===== src/rtl/vic_pkg.sv =====
package vic_pkg;
  localparam int ADDR_MASTER = 0;
  localparam int ADDR_STATUS = 1;
  localparam int ADDR_ENABLE = 2;
  localparam int ADDR_ACK    = 3;
  localparam int ADDR_VEC0   = 4;

  typedef enum logic [2:0] {
    SEL_MASTER,
    SEL_STATUS,
    SEL_ENABLE,
    SEL_VEC,
    SEL_ZERO
  } rdSel_e;

  typedef struct packed {
    logic   masterWr;
    logic   enableWr;
    logic   ackWr;
    logic   vecWr;
    rdSel_e rdSel;
  } ctrlStrb_t;
endpackage


===== src/rtl/vic_ctrl.sv =====
module vic_ctrl
  import vic_pkg::*;
#(
  parameter int ADDR_W  = 4,
  parameter int NUM_SRC = 4
) (
  input  logic [ADDR_W-1:0] busAddr,
  input  logic              busWe,
  output ctrlStrb_t         strb
);
  localparam int VEC_END = ADDR_VEC0 + NUM_SRC;

  logic isVec;
  assign isVec = (int'(busAddr) >= ADDR_VEC0) && (int'(busAddr) < VEC_END);

  always_comb begin
    strb          = '0;
    strb.rdSel    = SEL_ZERO;
    if (isVec) begin
      strb.vecWr = busWe;
      strb.rdSel = SEL_VEC;
    end else begin
      case (int'(busAddr))
        ADDR_MASTER: begin strb.masterWr = busWe; strb.rdSel = SEL_MASTER; end
        ADDR_STATUS: strb.rdSel = SEL_STATUS;
        ADDR_ENABLE: begin strb.enableWr = busWe; strb.rdSel = SEL_ENABLE; end
        ADDR_ACK:    strb.ackWr = busWe;
        default:     strb.rdSel = SEL_ZERO;
      endcase
    end
  end
endmodule


===== src/rtl/vic_dpath.sv =====
module vic_dpath
  import vic_pkg::*;
#(
  parameter int                 ADDR_W    = 4,
  parameter int                 DATA_W    = 32,
  parameter int                 NUM_SRC   = 4,
  parameter logic [NUM_SRC-1:0] EDGE_MASK = 4'b1010
) (
  input  logic              clk,
  input  logic              rstN,
  input  ctrlStrb_t         strb,
  input  logic [ADDR_W-1:0] busAddr,
  input  logic [DATA_W-1:0] busWdata,
  output logic [DATA_W-1:0] busRdata,
  input  logic [NUM_SRC-1:0] reqIn,
  output logic              irqOut,
  output logic [DATA_W-1:0] irqVector
);
  localparam int IDX_W = (NUM_SRC > 1) ? $clog2(NUM_SRC) : 1;

  logic                globalEn, captureArm;
  logic [NUM_SRC-1:0]  status, enMask, reqPrev, setEvt, ackMask, pend;
  logic [DATA_W-1:0]   vecReg [NUM_SRC];
  logic [ADDR_W-1:0]   vecOff;
  logic [IDX_W-1:0]    wrIdx, winIdx;

  assign vecOff  = busAddr - ADDR_W'(ADDR_VEC0);
  assign wrIdx   = vecOff[IDX_W-1:0];
  assign ackMask = strb.ackWr ? busWdata[NUM_SRC-1:0] : '0;

  // per-source sensitivity chosen by parameter
  for (genvar s = 0; s < NUM_SRC; s++) begin : g_src
    if (EDGE_MASK[s]) begin : g_edge
      assign setEvt[s] = captureArm & reqIn[s] & ~reqPrev[s];
    end else begin : g_level
      assign setEvt[s] = captureArm & reqIn[s];
    end

    always_ff @(posedge clk) begin
      if (!rstN)                                     vecReg[s] <= '0;
      else if (strb.vecWr && wrIdx == IDX_W'(s))     vecReg[s] <= busWdata;
    end
  end

  always_ff @(posedge clk) begin
    if (!rstN) begin
      globalEn   <= 1'b0;
      captureArm <= 1'b0;
      enMask     <= '0;
      status     <= '0;
      reqPrev    <= '0;
    end else begin
      reqPrev <= reqIn;
      status  <= (status & ~ackMask) | setEvt;
      if (strb.masterWr) begin
        globalEn   <= busWdata[0];
        captureArm <= captureArm | busWdata[1];
      end
      if (strb.enableWr) enMask <= busWdata[NUM_SRC-1:0];
    end
  end

  assign pend   = status & enMask;
  assign irqOut = globalEn & (|pend);

  always_comb begin
    winIdx = '0;
    for (int i = NUM_SRC - 1; i >= 0; i--) begin
      if (pend[i]) winIdx = IDX_W'(i);
    end
  end

  assign irqVector = (|pend) ? vecReg[winIdx] : '0;

  always_comb begin
    case (strb.rdSel)
      SEL_MASTER: busRdata = DATA_W'({captureArm, globalEn});
      SEL_STATUS: busRdata = DATA_W'(status);
      SEL_ENABLE: busRdata = DATA_W'(enMask);
      SEL_VEC:    busRdata = vecReg[wrIdx];
      default:    busRdata = '0;
    endcase
  end


  arm_sticky_chk: assert property (@(posedge clk) disable iff (!rstN)
    captureArm |=> captureArm);


  no_capture_unarmed_chk: assert property (@(posedge clk) disable iff (!rstN)
    !captureArm |=> ((status & ~$past(status)) == '0));


  set_wins_chk: assert property (@(posedge clk) disable iff (!rstN)
    (|setEvt) |=> ((status & $past(setEvt)) == $past(setEvt)));


  ack_clear_chk: assert property (@(posedge clk) disable iff (!rstN)
    strb.ackWr |=> ((status & $past(ackMask & ~setEvt)) == '0));


  winner_lowest_chk: assert property (@(posedge clk) disable iff (!rstN)
    (|pend) |-> (pend[winIdx] &&
      ((pend & ((NUM_SRC'(1) << winIdx) - NUM_SRC'(1))) == '0)));
endmodule


===== src/rtl/vic_top.sv =====
module vic_top
  import vic_pkg::*;
#(
  parameter int                 ADDR_W    = 4,
  parameter int                 DATA_W    = 32,
  parameter int                 NUM_SRC   = 4,
  parameter logic [NUM_SRC-1:0] EDGE_MASK = 4'b1010
) (
  input  logic               clk,
  input  logic               rstN,
  input  logic [ADDR_W-1:0]  busAddr,
  input  logic [DATA_W-1:0]  busWdata,
  input  logic               busWe,
  output logic [DATA_W-1:0]  busRdata,
  input  logic [NUM_SRC-1:0] reqIn,
  output logic               irqOut,
  output logic [DATA_W-1:0]  irqVector
);
  ctrlStrb_t strb;

  vic_ctrl #(.ADDR_W(ADDR_W), .NUM_SRC(NUM_SRC)) u_ctrl (
    .busAddr(busAddr), .busWe(busWe), .strb(strb)
  );

  vic_dpath #(.ADDR_W(ADDR_W), .DATA_W(DATA_W), .NUM_SRC(NUM_SRC),
              .EDGE_MASK(EDGE_MASK)) u_dpath (
    .clk(clk), .rstN(rstN), .strb(strb), .busAddr(busAddr),
    .busWdata(busWdata), .busRdata(busRdata), .reqIn(reqIn),
    .irqOut(irqOut), .irqVector(irqVector)
  );
endmodule


===== config.mk =====
export PLATFORM = sky130hd
export DESIGN_NAME = vic_top
export DESIGN_NICKNAME = d
export VERILOG_FILES = /design/src/rtl/vic_pkg.sv /design/src/rtl/vic_ctrl.sv /design/src/rtl/vic_dpath.sv /design/src/rtl/vic_top.sv
export SDC_FILE = /design/constraint.sdc
export NUM_CORES = 1
export LEC_CHECK = 0
export ABC_AREA = 1
export BUFFER_PORTS_ARGS = -buffer_cell sky130_fd_sc_hd__buf_2
export CAP_MARGIN = 10
export CORE_UTILIZATION = 60
export CTS_BUF_LIST = sky130_fd_sc_hd__clkbuf_2 sky130_fd_sc_hd__clkbuf_4 sky130_fd_sc_hd__clkbuf_8
export CTS_CLUSTER_SIZE = 20
export DETAILED_ROUTE_END_ITERATION = 10
export HOLD_SLACK_MARGIN = 0.06
export PLACE_DENSITY = 0.87
export SLEW_MARGIN = 20
export SYNTH_ARGS = -nofsm -noshare
export SYNTH_HDL_FRONTEND = slang
export SYNTH_SLANG_ARGS = --single-unit

===== constraint.sdc =====
create_clock -name clk -period 3.7 [get_ports clk]
set_input_delay 0.185 -clock clk [delete_from_list [all_inputs] [get_ports clk]]
set_output_delay 0.185 -clock clk [all_outputs]
set_load 0.05 [all_outputs]

==> flow_summary_export.csv, run 1 <==
group,metric,value,unit
run_status,outcome,"finished, final reports clean",
cts,cts_buffer_depth,2,
timing,rsz0062_at_grt,"no",
cts,post_cts_resized,0,
synthesis,synth.distinct_cells,30,
cells_and_area,diodes,0,
floorplan,initial_core_util,61.5,%
timing,setup_tns,0,ns
global_routing,grt_pass1_wl,31000,microns
floorplan,io_pins,108,
synthesis,yosys.area_share.adder,0,%
cts,clock-sinks,140,
global_routing,grt_max_degree,65,
routing,detail_route.first_pass.iterations,5,
timing,min_period,3.32,ns
floorplan,die-area,12800,sq um
timing,worst_slack,0.376,ns
cells_and_area,layout-drive-gt1-share,18.4,%
setup_path,cp-start-kind,"flop",
routing,routed-via-count,6709,
synthesis,syn-num-nets,891,
setup_path,cp.arrival,3.14,ns
setup_path,worstSetupPathType,"flop to primary output",
setup_path,crit_family,"simple AND/OR/NAND/NOR gates",
cts,cts_buffers,17,
synthesis,ys_seq_area_share,55.3,%
placed_design,placed_cells,1056,
worst_hold_path,hold_class,"primary input to flop",
setup_path,end_kind,"primary output",
routing,routed_wl,20400,microns
timing,period_share,89.8,%
pwr,p_total,3.51,mW
synthesis,yosys_warnings,0,
setup_path,critical_path_required,3.51,ns
cts,cts_tree,"built",
placed_design,gp_congestion,0.888,
global_routing,busiest_layer,"met2",
placed_design,dp_slack,0.970,ns
setup_path,cpMostUsedCell,"nand2_1",
synthesis,synth_compound_gate_area_share,8.71,%
cells_and_area,mostFrequentLayoutCells,"nor2_1, edfxtp_1, nand2_1",
timing,drv_slew,0,
cts,h-tree-depth,4,
global_routing,grt.met2_usage,53.7,%
synthesis,synth_top_family_by_area,"simple AND/OR/NAND/NOR gates",
timing,slew_headroom,32.5,%
routing,remaining_drc_errors,0,
setup_path,cpPeakStageDelay,0.39,ns
floorplan,fp.dieH,113,microns
routing,wire_per_inst,18.5,microns
setup_path,slowest_stage,"nand2_2",
routing,drtIter0Drc,901,
pwr,leakage,3.49,nW
timing,hold_viol,0,
setup_path,cp_max_fo,33,
setup_path,crit_chain,"nand2_2 > nand2_1 > a21oi_4 > buf_4 > inv_2 > nand3_1 > nand2_1 > nor2_1 > buf_2",
global_routing,gr-usage-met3,7.28,%
placed_design,post_dp_cell_area,7880,sq um
synthesis,syn_inst,848,
routing,ant_nets,0,
global_routing,grt_pass1_vias,6254,
synthesis,synth.cell_area,7390,sq um
synthesis,synthMuxAreaShare,0,%
floorplan,fp-row-count,40,
synthesis,synth_top_area_share,52.0,%
global_routing,grt_overflow,0,
synthesis,synth_xor_area_share,0,%
cells_and_area,nets,982,
placed_design,port_buffers,107,
cells_and_area,areaGrowthSynthToFinish,13.6,%
cells_and_area,fin_cells,1099,
timing,setup_viol,0,
cells_and_area,final_common_cell,"nor2_1",
cts,post_cts_buffers,0,
synthesis,avgSynthCellArea,8.71,sq um
cts,insertion_delay,0.46,ns
global_routing,grt_use_total,32.3,%
placed_design,dp_hpwl,11300,microns
timing,worstMarginPinSlew,1.01,ns
synthesis,yosysTopAreaCell,"edfxtp_1",
timing,max_freq,301,MHz
routing,vias_per_cell,6.10,
floorplan,die_x,113,microns
pwr,power_density,418,nW/um^2
timing,skew,0.00151,ns
pwr,ir_worst_vdd,266,uV
cts,cts.reportedPaths.clkPinSlew,0.08,ns
setup_path,crit_buf_inv,3,
global_routing,use_met1,40.4,%
job,cap_violations,0,
global_routing,antenna_found_initial,0,
cts,cts_root_buf,"clkbuf_8",
synthesis,synthSimpleGateAreaFrac,27.9,%
synthesis,synthTopCellsByArea,"edfxtp_1, nor2_1, nand3_1, nand2_1, dfxtp_1",
cts,cts_hold_buf,10,
cells_and_area,final_area,8390,sq um
synthesis,synth_seq_cells,140,
floorplan,core-area,12000,sq um
[cell usage after synthesis]
cell type / instances
a21oi_1: 39
a21oi_2: 1
a22o_1: 1
buf_1: 3
buf_2: 24
buf_4: 7
buf_6: 13
clkbuf_1: 10
clkinv_1: 1
dfxtp_1: 12
edfxtp_1: 128
inv_1: 56
inv_2: 5
nand2_1: 116
nand2_2: 3
nand2_4: 1
nand3_1: 103
nand3_4: 4
nand3b_1: 2
nand4_1: 1
nor2_1: 207
nor2_2: 6
nor2_8: 1
nor3_1: 27
nor3_4: 1
o211ai_1: 3
o21ai_0: 39
o21ai_1: 2
o221ai_1: 1
o22ai_1: 31
[cells by family after synthesis]
kind of cell,Yosys count
compound gates,117
buf+inv,119
simple gates,472
flops,140
[cell type report]
type / instances / area, sq um
clock inverters: 14 / 166
well taps: 147 / 184
multi-input cells: 589 / 2760
fillers: 920 / 3620
inverters: 62 / 233
repair buffers: 129 / 728
flip-flops and latches: 140 / 4080
clock buffers: 18 / 241
[worst register-to-register path: stages, from the launching register on]
cell and delay [ns]:
dfxtp_1 0.43, nand3b_1 0.11, a21oi_1 0.14
[flip-flops by register name (all words and copies together), names as in the netlist]
signal,count
u_dpath.captureArm,1
u_dpath.enMask,4
u_dpath.globalEn,1
u_dpath.reqPrev,2
u_dpath.status,4
u_dpath.vecReg,128
[final timing paths]
kind,from,slack (ns),end,cells past startpoint
worst min register to register,u_dpath.reqPrev[1],0.49,u_dpath.status[1],2
worst max-delay path,u_dpath.status[0],0.38,irqVector[20],9
worst max register to register,u_dpath.captureArm,2.95,u_dpath.status[3],2
worst min-delay path,busWdata[30],0.07,u_dpath.vecReg[3][30],3
[report_power, final]
part | leakage (nW) | switching [mW] | internal (mW)
clock network | 0.202 | 0.620 | 0.674
registers | 1.32 | 0.0476 | 1.81
logic | 1.97 | 0.261 | 0.0939
total | 3.49 | 0.929 | 2.58
[stage by stage]
step	hold slack, ns	utilization, %
3_3_place_gp	0.383	65.6
3_5_place_dp	0.386	65.6
2_1_floorplan	0.278	-
6_report	0.0651	69.9
4_1_cts	0.0614	69.8
5_1_grt	0.0607	69.9
[per-layer routing]
layer	up-vias	share of wire, %
met4	0	2.4
met3	55	11
met1	3078	37
met2	524	49
li1	3052	-
met5	-	0
(Power assumes the default switching activity.)
==> inputs of run 2 (changes only) <==
- CELL_PAD_IN_SITES_DETAIL_PLACEMENT: not set -> 0
- CELL_PAD_IN_SITES_GLOBAL_PLACEMENT: not set -> 1
- CORE_UTILIZATION: 60 -> 45
- GPL_TIMING_DRIVEN: not set -> 0
==> run 2 against run 1 <==
Net effect: sequential cell count is the same; largest power group unchanged; highest routed layer unchanged; combinational power grew 12%; total power grew 4.2%; sequential power is essentially flat; maximum frequency grew 28%; critical path type unchanged.
==> flow_summary_export.csv, run 2 (synthesized netlist as in run 1, its figures left out) <==
group,metric,value,unit
pwr,ir_worst_vdd,259,uV
cts,insertion_delay,0.47,ns
pwr,switching_share,25.6,%
cts,cts_root_buf,"clkbuf_8",
placed_design,dp_hpwl,15600,microns
global_routing,grt_pass1_vias,6499,
pwr,seqPwrFrac,50.8,%
run_status,outcome,"finished, final reports clean",
routing,routed-via-count,6847,
timing,max_freq,385,MHz
floorplan,core-area,15900,sq um
timing,worst_slack,1.10,ns
routing,drtIter0Drc,795,
setup_path,r2r_start,"u_dpath.captureArm",
cts,cts.reportedPaths.clkPinSlew,0.08,ns
routing,ant_nets,0,
timing,hold_viol,0,
placed_design,port_buffers,107,
routing,detail_route.first_pass.iterations,6,
cts,cts_buffer_depth,2,
setup_path,cpPeakStageDelay,0.47,ns
cells_and_area,largest_reg_flops,128,
worst_hold_path,hold_class,"primary input to flop",
routing,routed_wl,24200,microns
setup_path,ff2ff_setup_slack,2.89,ns
worst_hold_path,holdCritStartpoint,"busWdata[7]",
cells_and_area,layout-drive-gt1-share,20.6,%
floorplan,die-area,16900,sq um
floorplan,initial_core_util,46.3,%
cells_and_area,fin_util,56.7,%
timing,rsz0062_at_grt,"no",
floorplan,fp-row-count,46,
setup_path,cp_max_fo,10,
setup_path,r2r_cells,2,
floorplan,die_x,130,microns
timing,period_share,70.2,%
setup_path,slowest_stage,"clkbuf_1",
setup_path,crit_family,"buffers and inverters",
floorplan,io_pins,108,
cts,cts_buffers,17,
job,cap_violations,0,
routing,vias_per_cell,5.56,
pwr,pwr-share-clk,38.3,%
cells_and_area,mostFrequentLayoutCells,"nor2_1, buf_2, edfxtp_1",
timing,worstMarginPinSlew,0.885,ns
setup_path,cp.arrival,2.41,ns
setup_path,cpMostUsedCell,"nand2_1",
setup_path,crit_buf_inv,2,
cells_and_area,areaGrowthSynthToFinish,22.3,%
setup_path,worstSetupPathType,"flop to primary output",
timing,setup_viol,0,
worst_hold_path,hold_end,"u_dpath.vecReg[1][7]",
global_routing,grt_pass1_wl,36300,microns
global_routing,grt_use_total,30.1,%
routing,wire_per_inst,19.6,microns
timing,skew,0.000340,ns
placed_design,gp_congestion,0.850,
pwr,switchingPower,0.938,mW
pwr,p_total,3.66,mW
cells_and_area,largest_register,"u_dpath.vecReg",
cts,post_cts_resized,0,
pwr,power.internal,2.72,mW
cells_and_area,largest_registers,"u_dpath.vecReg (128), u_dpath.enMask (4), u_dpath.status (4)",
timing,slew_headroom,41.0,%
global_routing,grt_overflow,0,
cts,cts_tree,"built",
pwr,leakage,3.77,nW
pwr,p_comb_share,10.9,%
placed_design,dp_slack,1.43,ns
routing,remaining_drc_errors,0,
setup_path,cp-start-kind,"flop",
global_routing,antenna_found_initial,0,
timing,min_period,2.60,ns
worst_hold_path,hold_path_depth,3,
setup_path,critical_path_required,3.51,ns
cells_and_area,final_common_cell,"nor2_1",
cts,cts_hold_buf,25,
setup_path,crit_chain,"nand2_1 > nand2_1 > nand2_2 > nand2_4 > clkbuf_1 > a21oi_1 > nor2_1 > buf_2",
floorplan,fp.dieH,130,microns
cts,h-tree-depth,4,
setup_path,end_kind,"primary output",
cts,clock-sinks,140,
global_routing,grt_max_degree,20,
cells_and_area,diodes,0,
pwr,power_density,405,nW/um^2
setup_path,r2r-end,"u_dpath.status[3]",
timing,drv_slew,0,
cells_and_area,nets,1046,
cts,post_cts_buffers,0,
## run 2: changes by cell type in the layout (fill, tap and decap cells not counted), sizes merged, moves of 2 or more
cell	previous run	this run
buf	118	158
clkbuf	18	27
dlygate4sd3	11	25
bufinv	3	5
inv	64	61
## run 2: worst max-delay path by stage
stage / startpoint / endpoint / depth (start not counted)
CTS: u_dpath.enMask[2] / irqVector[10] / 8
global placement: busAddr[0] / u_dpath.vecReg[0][19] / 5
floorplan: busAddr[0] / u_dpath.vecReg[0][0] / 4
finish: u_dpath.status[2] / irqVector[10] / 8
detailed placement: busAddr[0] / u_dpath.vecReg[2][15] / 6
global route: u_dpath.status[2] / irqVector[10] / 8
## run 2: power by group through the flow
| stage | clock [mW] | combinational [mW] | sequential, mW |
|---|---|---|---|
| after CTS | 1.39 | 0.394 | 1.86 |
| after floorplan | 0 | 0.230 | 1.89 |
| after global routing | 1.45 | 0.427 | 1.87 |
| after detailed placement | 0 | 0.374 | 1.89 |
| after global placement | 0 | 0.348 | 1.90 |
| final | 1.40 | 0.397 | 1.86 |
## run 2: area by class of cell
| class | instances | area, sq um |
|---|---|---|
| timing repair buffer | 136 | 896 |
| clock buffer | 17 | 234 |
| sequential | 140 | 4080 |
| buffer | 57 | 368 |
| fill | 1489 | 6910 |
| multi-input combinational | 589 | 2750 |
| inverter | 62 | 233 |
| clock inverter | 15 | 203 |
| tap | 216 | 270 |
## run 2: per-stage QoR
| step | hold WS (ns) | area (sq um) | TNS, ns | instances |
|---|---|---|---|---|
| after floorplan | 0.278 | 7390 | 0 | 848 |
| after global routing | 0.0790 | 9030 | 0 | 1232 |
| after CTS | 0.0617 | 9030 | 0 | 1232 |
| after global placement | 0.379 | 8190 | -248.37 | 1171 |
| after detailed placement | 0.383 | 8350 | 0 | 1175 |
| final | 0.0657 | 9030 | 0 | 1232 |
## run 2: worst min-delay path, delay by kind of cell
kind	cells	cell delay (ns)
buffers and inverters	2	0.13
and+or+nand+nor	1	0.10
## run 2: routing by layer
layer  vias to the layer above  wire (microns)  track usage, %
li1                       3180               -               -
met1                      3219            9490            38.4
met2                       395           11500            49.4
met3                        53            2560            7.13
met4                         0             678            12.4
met5                         -               0               0
